## src/rtl/msd_pkg.sv

```systemverilog
package msd_pkg;

  // Coarse area an address falls into
  typedef enum logic [1:0] {
    AREA_BELOW = 2'd0,
    AREA_MID   = 2'd1,
    AREA_TOP   = 2'd2
  } area_e;

  typedef struct packed {
    logic ext;
    logic hit;
  } route_t;

endpackage

```

## src/rtl/msd_block_locate.sv

```systemverilog
module msd_block_locate #(
  parameter int ADDR_W      = 20,
  parameter int BLK_LOG2    = 14,
  parameter int LOW_FIRST   = 16,
  parameter int LOW_BLOCKS  = 32,
  parameter int HIGH_BLOCKS = 16,
  localparam int LOW_IDX_W  = $clog2(LOW_BLOCKS),
  localparam int HIGH_IDX_W = $clog2(HIGH_BLOCKS)
) (
  input  logic [ADDR_W-1:0]     addr,
  output msd_pkg::area_e        area,
  output logic [LOW_IDX_W-1:0]  low_idx,
  output logic [HIGH_IDX_W-1:0] high_idx
);
  localparam int BLK_W      = ADDR_W - BLK_LOG2;
  localparam int HIGH_FIRST = LOW_FIRST + LOW_BLOCKS;

  logic [BLK_W-1:0] blk;
  logic [BLK_W-1:0] low_off;
  logic [BLK_W-1:0] high_off;

  assign blk      = addr[ADDR_W-1:BLK_LOG2];
  assign low_off  = blk - BLK_W'(LOW_FIRST);
  assign high_off = blk - BLK_W'(HIGH_FIRST);
  assign low_idx  = low_off[LOW_IDX_W-1:0];
  assign high_idx = high_off[HIGH_IDX_W-1:0];

  always_comb begin
    if (blk < BLK_W'(LOW_FIRST))       area = msd_pkg::AREA_BELOW;
    else if (blk < BLK_W'(HIGH_FIRST)) area = msd_pkg::AREA_MID;
    else                               area = msd_pkg::AREA_TOP;
  end
endmodule

```

## src/rtl/msd_bit_pick.sv

```systemverilog
module msd_bit_pick #(
  parameter int N       = 32,
  localparam int IDX_W  = $clog2(N)
) (
  input  logic [N-1:0]     vec,
  input  logic [IDX_W-1:0] idx,
  output logic             bit_o
);
  logic [N-1:0] hits;

  // And-or selection tree: one decoded term per bitmap bit
  for (genvar i = 0; i < N; i++) begin : g_term
    assign hits[i] = vec[i] & (idx == IDX_W'(i));
  end

  assign bit_o = |hits;
endmodule

```

## src/rtl/msd_shadow_route.sv

```systemverilog
module msd_shadow_route #(
  parameter int GROUPS = 4,
  localparam int GRP_W = $clog2(GROUPS)
) (
  input  logic [2*GROUPS-1:0] shadow,
  input  logic [GRP_W-1:0]    grp,
  input  logic                is_write,
  output logic                ext
);
  logic [GROUPS-1:0] rd_sel;
  logic [GROUPS-1:0] wr_sel;

  // Group g reads from bit GROUPS-1-g, writes from bit 2*GROUPS-1-g
  for (genvar g = 0; g < GROUPS; g++) begin : g_grp
    assign rd_sel[g] = shadow[GROUPS-1-g];
    assign wr_sel[g] = shadow[2*GROUPS-1-g];
  end

  assign ext = is_write ? wr_sel[grp] : rd_sel[grp];
endmodule

```

## src/rtl/msd_route_decoder.sv

```systemverilog
module msd_route_decoder #(
  parameter int ADDR_W      = 20,
  parameter int BLK_LOG2    = 14,
  parameter int LOW_FIRST   = 16,
  parameter int LOW_BLOCKS  = 32,
  parameter int HIGH_BLOCKS = 16,
  parameter int GROUPS      = 4
) (
  input  logic                   clk,
  input  logic                   rst,
  input  logic                   acc_valid,
  input  logic [ADDR_W-1:0]      acc_addr,
  input  logic                   acc_write,
  input  logic [2*GROUPS-1:0]    cfg_shadow,
  input  logic [LOW_BLOCKS-1:0]  cfg_low_map,
  input  logic [HIGH_BLOCKS-1:0] cfg_high_map,
  output logic                   route_valid,
  output logic                   route_ext,
  output logic                   route_hit
);
  localparam int LOW_IDX_W  = $clog2(LOW_BLOCKS);
  localparam int HIGH_IDX_W = $clog2(HIGH_BLOCKS);
  localparam int GRP_W      = $clog2(GROUPS);

  msd_pkg::area_e         area;
  logic [LOW_IDX_W-1:0]   low_idx;
  logic [HIGH_IDX_W-1:0]  high_idx;
  logic                   low_bit;
  logic                   high_bit;
  logic                   shadow_ext;
  msd_pkg::route_t        route_d;

  msd_block_locate #(
    .ADDR_W(ADDR_W), .BLK_LOG2(BLK_LOG2), .LOW_FIRST(LOW_FIRST),
    .LOW_BLOCKS(LOW_BLOCKS), .HIGH_BLOCKS(HIGH_BLOCKS)
  ) i_locate (
    .addr(acc_addr), .area(area), .low_idx(low_idx), .high_idx(high_idx)
  );

  msd_bit_pick #(.N(LOW_BLOCKS)) i_low_pick (
    .vec(cfg_low_map), .idx(low_idx), .bit_o(low_bit)
  );

  msd_bit_pick #(.N(HIGH_BLOCKS)) i_high_pick (
    .vec(cfg_high_map), .idx(high_idx), .bit_o(high_bit)
  );

  msd_shadow_route #(.GROUPS(GROUPS)) i_shadow (
    .shadow(cfg_shadow),
    .grp(high_idx[HIGH_IDX_W-1 -: GRP_W]),
    .is_write(acc_write),
    .ext(shadow_ext)
  );

  always_comb begin
    route_d = '0;
    unique case (area)
      msd_pkg::AREA_MID: begin
        route_d.hit = 1'b1;
        route_d.ext = low_bit;
      end
      msd_pkg::AREA_TOP: begin
        route_d.hit = 1'b1;
        route_d.ext = high_bit | shadow_ext;
      end
      default: route_d = '0;
    endcase
  end

  always_ff @(posedge clk) begin
    if (rst) begin
      route_valid <= 1'b0;
      route_ext   <= 1'b0;
      route_hit   <= 1'b0;
    end else begin
      route_valid <= acc_valid;
      route_ext   <= acc_valid & route_d.ext;
      route_hit   <= acc_valid & route_d.hit;
    end
  end
endmodule

```

## config.mk

```make
export PLATFORM = sky130hd
export DESIGN_NAME = msd_route_decoder
export DESIGN_NICKNAME = d
export VERILOG_FILES = /design/src/rtl/msd_pkg.sv /design/src/rtl/msd_block_locate.sv /design/src/rtl/msd_bit_pick.sv /design/src/rtl/msd_shadow_route.sv /design/src/rtl/msd_route_decoder.sv
export SDC_FILE = /design/constraint.sdc
export NUM_CORES = 1
export LEC_CHECK = 0
export BUFFER_PORTS_ARGS = -buffer_cell sky130_fd_sc_hd__buf_4
export CAP_MARGIN = 5
export CORE_AREA = 2 2 54 56
export DETAILED_ROUTE_END_ITERATION = 16
export DIE_AREA = 0 0 56 58
export GPL_TIMING_DRIVEN = 0
export MAX_ROUTING_LAYER = met4
export PLACE_DENSITY = 0.76
export SLEW_MARGIN = 20
export SYNTH_ARGS = -nofsm -noshare
export SYNTH_HDL_FRONTEND = slang
export SYNTH_SLANG_ARGS = --single-unit
```

## constraint.sdc

```tcl
create_clock -name clk -period 1.4 [get_ports clk]
set_input_delay 0.21 -clock clk [delete_from_list [all_inputs] [get_ports clk]]
set_output_delay 0.21 -clock clk [all_outputs]
set_load 0.01 [all_outputs]
```

=== Yosys cells after proc, flatten, opt, wreduce, memory -nomap -nowiden ===
Cells that the tools add are included.

* $add $sub $neg: 2
* $lt $le $gt $ge: 3
* Equality and inequality tests: 48
* Multiplexer cells: 8
* Bitwise logic cells: 51
* Reduce and logical (&&, ||, !) cells: 4

{| class="wikitable"
|+ Operator list
! cell !! number
|-
| $eq 5x5->1 const B || 16
|-
| $and 1x1->1 || 50
|-
| $eq 5x4->1 const B || 8
|-
| $eq 4x4->1 const B || 8
|-
| $reduce_or 32->1 || 1
|-
| $eq 5x3->1 const B || 4
|-
| $eq 4x3->1 const B || 4
|-
| $reduce_or 16->1 || 1
|-
| $eq 5x2->1 const B || 2
|-
| $eq 4x2->1 const B || 2
|-
| $lt 6x5->1 const B || 1
|-
| $lt 6x6->1 const B || 1
|-
| $eq 5x1->1 const B || 1
|-
| $logic_not 5->1 || 1
|-
| $sub 5x5->5 const B || 1
|-
| $bmux 1 s2 || 2
|-
| $eq 4x1->1 const B || 1
|-
| $logic_not 4->1 || 1
|-
| $mux 2 || 2
|-
| $pmux 2 s2 || 1
|-
| $sub 4x1->4 const B || 1
|-
| $lt 2x3->1 const B || 1
|-
| $mux 1 || 3
|-
| $eq 2x1->1 const B || 1
|-
| 2 further kinds || 2
|}

* Bits in registers: 3

=== Longest topological paths before layout ===
Gate-level depths: netlist (run 1).

* Depth in word-level cells: 7
* Depth in mapped cells: 7

=== Cells and area by module ===
Synthesis (run 1) repeated with hierarchy kept, for this count alone.

* Cells, all modules: 84
* Area, all modules: 754.5 um^2

{| class="wikitable"
|+ By module, submodules not included
! module !! instances !! cells each !! area an instance (um^2)
|-
| msd_bit_pick at i_low_pick || 1 || 52 || 351.6
|-
| msd_bit_pick at i_high_pick || 1 || 7 || 135.1
|-
| msd_route_decoder || 1 || 12 || 127.6
|-
| msd_block_locate || 1 || 10 || 76.3
|-
| msd_shadow_route || 1 || 3 || 63.8
|}

=== Least setup slack after synthesis (run 1) ===
Ideal clock, no wire load.

* Kind: in2reg
* Start point: in acc_addr[16]
* End point: reg route_ext
* Library setup time: 128 ps
* Data arrival time: 1303 ps
* Setup slack: -31 ps
* Cell stages on the path: 5
* Buffers on the path: 1
* Path through: buf_6 mux4_2 mux2_4 a221oi_2 o22ai_1

* Word-level cells in the longest chain between the ends: 7
* Elaborated cells between the ends (all ways): 114
* Classes of those cells: add/sub (2); order compare (2); eq/ne (48); mux (8); bitwise (50); reduce/logical (4)

{| class="wikitable"
|+ Ends and longest elaborated chain
! what !! line !! text
|-
| start: declaration || msd_route_decoder.sv:12 || <nowiki>input logic [ADDR_W-1:0] acc_addr,</nowiki>
|-
| $sub 4x1->4 || msd_block_locate.sv:24 || <nowiki>assign high_off = blk - BLK_W'(HIGH_FIRST);</nowiki>
|-
| $eq 4x1->1, or another cell as far along || msd_bit_pick.sv:13 || <nowiki>assign hits[i] = vec[i] & (idx == IDX_W'(i));</nowiki>
|-
| $and 1x1->1 / $mux 1 (equally long branches) || msd_bit_pick.sv:13, msd_shadow_route.sv:19 ||
|-
| $reduce_or 16->1 / $mux 1 (equally long branches) || msd_bit_pick.sv:16, msd_shadow_route.sv:19 ||
|-
| $or 1x1->1 || msd_route_decoder.sv:64 || <nowiki>route_d.ext = high_bit | shadow_ext;</nowiki>
|-
| $pmux 2 s2 (*) || msd_route_decoder.sv:57 || <nowiki>unique case (area)</nowiki>
|-
| $and 1x1->1 (*) || msd_route_decoder.sv:77 || <nowiki>route_ext <= acc_valid & route_d.ext;</nowiki>
|-
| end signal: assignment || msd_route_decoder.sv:77 ||
|-
| end: declaration || msd_route_decoder.sv:18 || <nowiki>output logic route_ext,</nowiki>
|}

Every way passes the cells marked *; elsewhere a longest branch is shown, timed or not. The select of a mux whose other input is x is not followed.
A chain may end at the register's enable or synchronous reset.

=== Worst setup path in the final report (run 1) ===
Ends and elaborated chain as after synthesis.

==> reports/summary.txt, run 1 <==
Crit path capture type: register
Core area: 2663 um^2
IO Port Bufs: 67
Number of remaining DRC errors: 0
RSZ-0062 raised after global routing: no
Hold violation total from the final report: 0
Max Cap Viol: 0
Avg Cell Area, Syn: 7.870 um^2
Placed cell area: 1333 um^2
PwrDens: 426.1 nW/um^2
Most frequent cells in the layout: buf_4, nor2b_1, nor3b_1, a31oi_1
Sequential area share after synthesis: 0.07631
Initial DRT Pass Iterations: 4
Total Wirelength: 2906 um
Async set-reset flop share out of synthesis: 0
Mapped Area: 787.0 um^2
Vias in the first global route: 1054
Status: finished clean
Diode count: 0
Total GRT Usage: 0.1795
Final setup margin: 34.19 ps
First-pass GRT wire length: 4567 um
Gpl congestion: 0.8502
CTS tree: built
Area Overhead vs Synth: 76.79%
Predominant post-synthesis flop cell: dfxtp_1
Distinct cells, synth: 44
Syn nets: 182
Pin count of the biggest net entering global routing: 11
Post-DP HPWL: 2380 um
Dpl ws: -238.5 ps
Synth Area in Compound Gates: 0.3100
DR vias/cell: 5.522
Clock sinks: 3
CP max FO: 8
Post-Layout Cell Count: 203
Setup crit start kind: input pin
Worst-path clk slew: 40 ps
Pleak: 0.6558 nW
Root buffer cell: clkbuf_4
Adder-cell share of the synthesized area: 0.03180
Number of synthesized flops with an enable pin: 0
Worst EP required: 1500 ps
Top cells by area, synth: dfxtp_1, nor3b_1, nor2b_1
Wirelength per Cell: 14.32 um
Io pins: 83
Worst hold path depth: 2
Post-synthesis simple-gate area fraction: 0.3164
Final Total Pwr: 0.5929 mW
Row count: 19
Final #Nets: 255
Hold Buf Count CTS: 0
Synth top area share: 0.07631
Final Core Density: 0.5226
Detail Route Antenna Nets: 0
Inst Count DP: 198
Die area: 3248 um^2
Hold Path Class: in -> reg
Combinational family with the most area after synthesis: simple AND/OR/NAND/NOR gates
CP Class: in -> reg
Post-synthesis xor/xnor area fraction: 0
Arr. time, crit path: 1470 ps
CTS Buf Count: 3
Worst Tran Pin Value: 435.5 ps
Post-Synthesis Cells: 100
Max-Slew Margin vs Limit: 0.7097
Post-route cell area: 1391 um^2
Max frequency: 732.2 MHz
Multiplexer area fraction after synthesis: 0.1622
Crit path time final: 1366 ps
Die Ht: 58 um
Worst-case clock buffer depth: 2
Pins Over Slew Limit: 0
CTS H-Tree Depth: 1
Fin Setup TNS: 0 ps
Commonest non-fill, non-tap cell in the layout: buf_4
Die Width: 56 um
Synthesis Warnings: 0
Final count of negative-setup-slack endpoints: 0
Peak supply drop: 0.3544 mV
Synth area leader: dfxtp_1
Synth Register Bits: 3
Hold WS: 153.5 ps
Initial core utilization: 0.2956
Final period utilization: 0.9756
Share of cells above drive strength 1: 0.5116
Gr ovfl total: 0
Total number of vias: 1121
Initial antenna violation count: 0
Initial drt markers: 14
-- Yosys cell counts (all sizes together), types with 2 or more instances --
master	count
a31oi	6
nand3	3
and3	3
mux4	2
nor3b	6
nand2b	3
nand3b	4
mux2	4
o311ai	2
a211o	3
o22ai	2
nand2	4
mux2i	3
a21o	2
clkbuf	4
a211oi	2
nor2b	7
buf	7
ha	2
o21ai	7
a311oi	2
inv	5
dfxtp	3
-- path summary, 6_finish.rpt --
check / startpoint / endpoint / slack (ps)
worst max-delay path: acc_addr[16] / route_ext / 30
worst min-delay path: rst / route_valid / 150
-- kinds of logic (layout without fill, tap and decap cells) --
family | Yosys count | in the layout
AOI/OAI and AO/OA | 33 | 33
adders and majority gates | 2 | 2
buffers and inverters | 16 | 88
DFF | 3 | 3
muxes | 9 | 9
and+or+nand+nor | 37 | 37
-- layer usage --
layer  wire length, um  vias up  GRT usage
met5                 0        -          -
met4                17        0    0.03061
met3               249        2    0.03125
met2              1432       62     0.3193
met1              1207      517     0.2160
li1                  -      540          -
-- registers in the layout (all words and copies together) (netlist names) --
signal / cells
route_ext: 1
route_valid: 1
route_hit: 1
-- report_power, final --
part | internal [mW] | total (mW) | switching, mW
Sequential | 0.0908 | 0.0922 | 0.00136
Clock | 0.107 | 0.150 | 0.0430
Combinational | 0.216 | 0.351 | 0.135
Total | 0.414 | 0.593 | 0.179
-- worst max-delay path: stages --
cell and delay (ps):
buf_6 80, buf_8 110, mux4_2 480, mux2_4 270, a221oi_2 190, o22ai_1 120
-- area by class of cell --
| type | count | area [um^2] |
|---|---|---|
| Multi-Input combinational cell | 81 | 658.1 |
| Fill cell | 253 | 1271 |
| Buffer | 11 | 75.07 |
| Timing Repair Buffer | 68 | 514.2 |
| Inverter | 5 | 18.77 |
| Sequential cell | 3 | 60.06 |
| Clock buffer | 4 | 26.28 |
| Tap cell | 31 | 38.79 |
-- what timing repair did --
| item | 4_1_cts | 5_1_grt |
|---|---|---|
| pin swaps | 0 | 2 |
| buffers inserted | 0 | 1 |
| gates cloned | 0 | 0 |
| gates resized for setup | 1 | 11 |
| setup endpoints to repair | 1 | 1 |
Note: power is estimated with default switching activity, not from simulation.
==> inputs of run 2 (changes only) <==
clock period = 1.1 ns   (was 1.4 ns; I/O delays follow)
==> reports/summary.txt, run 2 (synthesis gave the netlist of run 1 again) <==
Total GRT Usage: 0.1790
Worst-path clk slew: 40 ps
Placed cell area: 1333 um^2
IO Port Bufs: 67
Crit path from: acc_addr[16]
PwrDens: 541.9 nW/um^2
Hold Buf Count CTS: 0
Met1 wire length: 1228 um
Metal3 WL: 233 um
Diode count: 0
First-pass GRT wire length: 4554 um
Comb power frac: 0.592
Hold path start: rst
Pleak: 0.6584 nW
Post-Layout Cell Count: 203
CP delay by family, top: multiplexers
Root buffer cell: clkbuf_4
Number of remaining DRC errors: 0
Initial DRT Pass Iterations: 4
Final count of negative-setup-slack endpoints: 1
Max-Slew Margin vs Limit: 0.6979
Post-DP HPWL: 2380 um
Crit path capture type: register
CTS tree: built
Vias in the first global route: 1055
Detail Route Antenna Nets: 0
Wirelength per Cell: 14.33 um
Gr ovfl total: 0
Crit path cell chain: buf_8 > buf_8 > mux4_2 > mux2_4 > a221oi_2 > o22ai_1
Die Width: 56 um
Hold violation total from the final report: 0
Die area: 3248 um^2
Initial core utilization: 0.2956
Final period utilization: 1.181
CTS Buf Count: 3
Max Cap Viol: 0
Max incr delay on CP: 480 ps
RSZ-0062 raised after global routing: yes
Pin count of the biggest net entering global routing: 11
Final setup margin: -199.2 ps
Status: finished with violations
CP Class: in -> reg
DR vias/cell: 5.468
Commonest non-fill, non-tap cell in the layout: buf_4
Peak supply drop: 0.4698 mV
Top Metal Used: met4
Initial drt markers: 22
Worst Tran Pin Value: 453.1 ps
Final #Nets: 255
Total Wirelength: 2909 um
Hold WS: 108.5 ps
Max frequency: 769.7 MHz
Core area: 2663 um^2
Clock share of power: 0.253
Share of power burned in registers: 0.155
Crit-path slowest cell: mux4_2
Hold Path Class: in -> reg
Io pins: 83
Internal power: 0.5285 mW
Met2 Wirelength: 1430 um
Total number of vias: 1110
Crit path time final: 1299 ps
Switching Fraction: 0.3015
Pins Over Slew Limit: 0
Area Overhead vs Synth: 77.42%
Setup crit start kind: input pin
Crit-path most repeated cell: buf_8
Most frequent cells in the layout: buf_4, nor2b_1, nor3b_1, a31oi_1
Failing checks: negative setup slack
Gpl congestion: 0.8502
Share of cells above drive strength 1: 0.5116
Final Total Pwr: 0.7566 mW
Initial antenna violation count: 0
P_sw: 0.2281 mW
Buffers and inverters on the worst path: 2
Clock sinks: 3
Worst-case clock buffer depth: 2
Final Core Density: 0.5244
Row count: 19
Regs by FF count: route_ext x1, route_hit x1, route_valid x1
CP max FO: 8
Inst Count DP: 198
CTS H-Tree Depth: 1
Worst EP required: 1200 ps
Arr. time, crit path: 1400 ps
Die Ht: 58 um
Post-route cell area: 1396 um^2
[run 2: cell types whose count changed in the layout (fill, tap and decap cells not counted)]
| cell | previous run | this run |
|---|---|---|
| a211oi_1 | 1 | 2 |
| a211oi_2 | 1 | 0 |
| a311oi_1 | 2 | 1 |
| a311oi_2 | 0 | 1 |
| buf_4 | 67 | 68 |
| buf_6 | 2 | 1 |
| buf_8 | 1 | 2 |
| clkbuf_4 | 5 | 4 |
| o21ai_0 | 5 | 4 |
| o21ai_1 | 2 | 3 |
[run 2: layout make-up]
| cell class | instances | area (um^2) |
|---|---|---|
| sequential | 3 | 60.06 |
| timing repair buffer | 68 | 518.0 |
| fill | 255 | 1266 |
| inverter | 5 | 18.77 |
| buffer | 11 | 75.07 |
| clock buffer | 4 | 26.28 |
| multi-input combinational | 81 | 659.4 |
| tap | 31 | 38.79 |
[run 2: metrics by stage]
step | TNS [ps] | worst slack, ps
after detailed placement | -493.5 | -493.5
after floorplan | -258.3 | -258.3
after CTS | -210.2 | -210.2
final | -199.2 | -199.2
after global routing | -220.9 | -220.9
after global placement | -476.5 | -476.5
[run 2: final timing paths]
check             slack (ps)  cells past startpoint     endpoint
setup / recovery        -200                      6    route_ext
hold / removal           110                      2  route_valid
[run 2: power groups by stage]
| stage | clock network, mW | logic [mW] | registers, mW |
|---|---|---|---|
| final | 0.191 | 0.448 | 0.117 |
| after global routing | 0.214 | 0.481 | 0.118 |
| after CTS | 0.200 | 0.440 | 0.117 |
| after detailed placement | 0 | 0.430 | 0.119 |
| after global placement | 0 | 0.424 | 0.119 |
| after floorplan | 0 | 0.197 | 0.122 |
[run 2: what timing repair did]
action / 4_1_cts / 5_1_grt
pin swaps: 2 / 3
endpoints found under the setup margin: 1 / 1
resized for setup: 5 / 9
setup buffers: 1 / 0
[run 2: layer usage]
layer | track usage | vias to the layer above
li1 | - | 539
met1 | 0.2147 | 511
met2 | 0.3193 | 58
met3 | 0.03125 | 2
met4 | 0.03061 | 0
met5 | - | -
==> inputs of run 3 (changes only) <==
GPL_TIMING_DRIVEN = 1   (was 0)
==> reports/summary.txt, run 3 (synthesis gave the netlist of run 1 again) <==
Placed cell area: 1381 um^2
Hold Path Class: in -> reg
Worst hold path depth: 2
Pleak: 0.6892 nW
CP Class: in -> reg
Final Core Density: 0.5569
Final setup margin: -90.90 ps
Final Total Pwr: 0.7935 mW
Io pins: 83
CTS Buf Count: 3
Commonest non-fill, non-tap cell in the layout: buf_4
Setup crit start kind: input pin
Busiest grt layer: met2
Final period utilization: 1.083
Final count of negative-setup-slack endpoints: 1
Max-Slew Margin vs Limit: 0.8330
Worst EP required: 1210 ps
Root buffer cell: clkbuf_4
Peak supply drop: 0.4825 mV
RSZ-0062 raised after global routing: yes
Hold path start: rst
CP max FO: 4
Core area: 2663 um^2
Crit-path slowest cell: mux4_2
Total Wirelength: 2793 um
IO Port Bufs: 68
Worst Tran Pin Value: 250.5 ps
Crit path capture type: register
Status: finished with violations
Worst-path clk slew: 30 ps
Final #Nets: 255
Hold WS: 110.0 ps
DR vias/cell: 5.453
Initial core utilization: 0.2956
First-pass GRT wire length: 4485 um
Clock sinks: 3
Crit path time final: 1191 ps
Max incr delay on CP: 490 ps
Post-route cell area: 1483 um^2
Inst Count DP: 199
PwrDens: 535.2 nW/um^2
Max Cap Viol: 0
Row count: 19
Met3 Use GR: 0.03571
Number of remaining DRC errors: 0
Initial DRT Pass Iterations: 4
Hold violation total from the final report: 0
Pins Over Slew Limit: 0
Total number of vias: 1107
Pin count of the biggest net entering global routing: 22
Die Width: 56 um
Fin Setup TNS: -90.90 ps
Max frequency: 839.7 MHz
Arr. time, crit path: 1300 ps
Gpl congestion: 0.8247
Gr ovfl total: 0
Die area: 3248 um^2
Area Overhead vs Synth: 88.39%
Share of cells above drive strength 1: 0.5640
Diode count: 0
Dpl ws: -434.3 ps
Initial antenna violation count: 0
Hold Path Sink: route_valid
Detail Route Antenna Nets: 0
Die Ht: 58 um
Post-DP HPWL: 2274 um
Hold Buf Count CTS: 0
Initial drt markers: 16
Total GRT Usage: 0.1745
Regs by FF count: route_ext x1, route_hit x1, route_valid x1
Worst-case clock buffer depth: 2
Grt met1 use: 0.2035
Met2 Track Usage GR: 0.3143
Failing checks: negative setup slack
Postcts setup bufs: 0
Most frequent cells in the layout: buf_4, nor3b_1, a31oi_1
CTS H-Tree Depth: 1
Post-Layout Cell Count: 203
Crit path cell chain: buf_12 > mux4_2 > mux2_4 > a221oi_2 > o22ai_1
Wirelength per Cell: 13.76 um
CTS tree: built
Vias in the first global route: 1050
## run 3: cell count changes in the layout (fill, tap and decap cells not counted), moves of 2 or more
cell,before,now
clkbuf_2,3,0
buf_4,68,72
buf_2,3,0
nor2b_2,0,2
nor2b_1,7,5
buf_12,0,3
## run 3: per-layer routing
layer / wire (um) / vias to the layer above
met3: 197 / 4
li1: - / 542
met5: 0 / -
met1: 1136 / 511
met2: 1425 / 50
met4: 34 / 0
## run 3: how the worst max path moves through the flow
stage	to	cells past startpoint	startpoint
6_report	route_ext	5	acc_addr[16]
3_3_place_gp	route_ext	5	acc_addr[16]
2_1_floorplan	route_ext	5	acc_addr[16]
4_1_cts	route_ext	5	acc_addr[16]
5_1_grt	route_ext	5	acc_addr[16]
3_5_place_dp	route_ext	5	acc_addr[16]
## run 3: cell type report
cell class / instances / area (um^2)
clock buffers: 4 / 26.28
well taps: 31 / 38.79
repair buffers: 79 / 653.1
fillers: 251 / 1180
flip-flops and latches: 3 / 60.06
multi-input cells: 81 / 685.7
inverters: 5 / 18.77
## run 3: worst max-delay path, delay by kind of cell
family	cells	cell delay (ps)
muxes	2	770
buffers and inverters	1	90
AOI/OAI and AO/OA	2	270
## run 3: repair_timing
item                                    CTS  global route
resized for setup                         5            18
pin swaps                                 2             4
endpoints found under the setup margin    1             1
hold endpoints to repair                  0             0
## run 3: where the power goes
group / switching [mW] / internal, mW / total, mW / leakage (nW)
Combinational: 0.179 / 0.311 / 0.490 / 0.649
Sequential: 0.00131 / 0.116 / 0.117 / 0.0248
Clock: 0.0513 / 0.136 / 0.187 / 0.0150
Total: 0.232 / 0.562 / 0.793 / 0.689
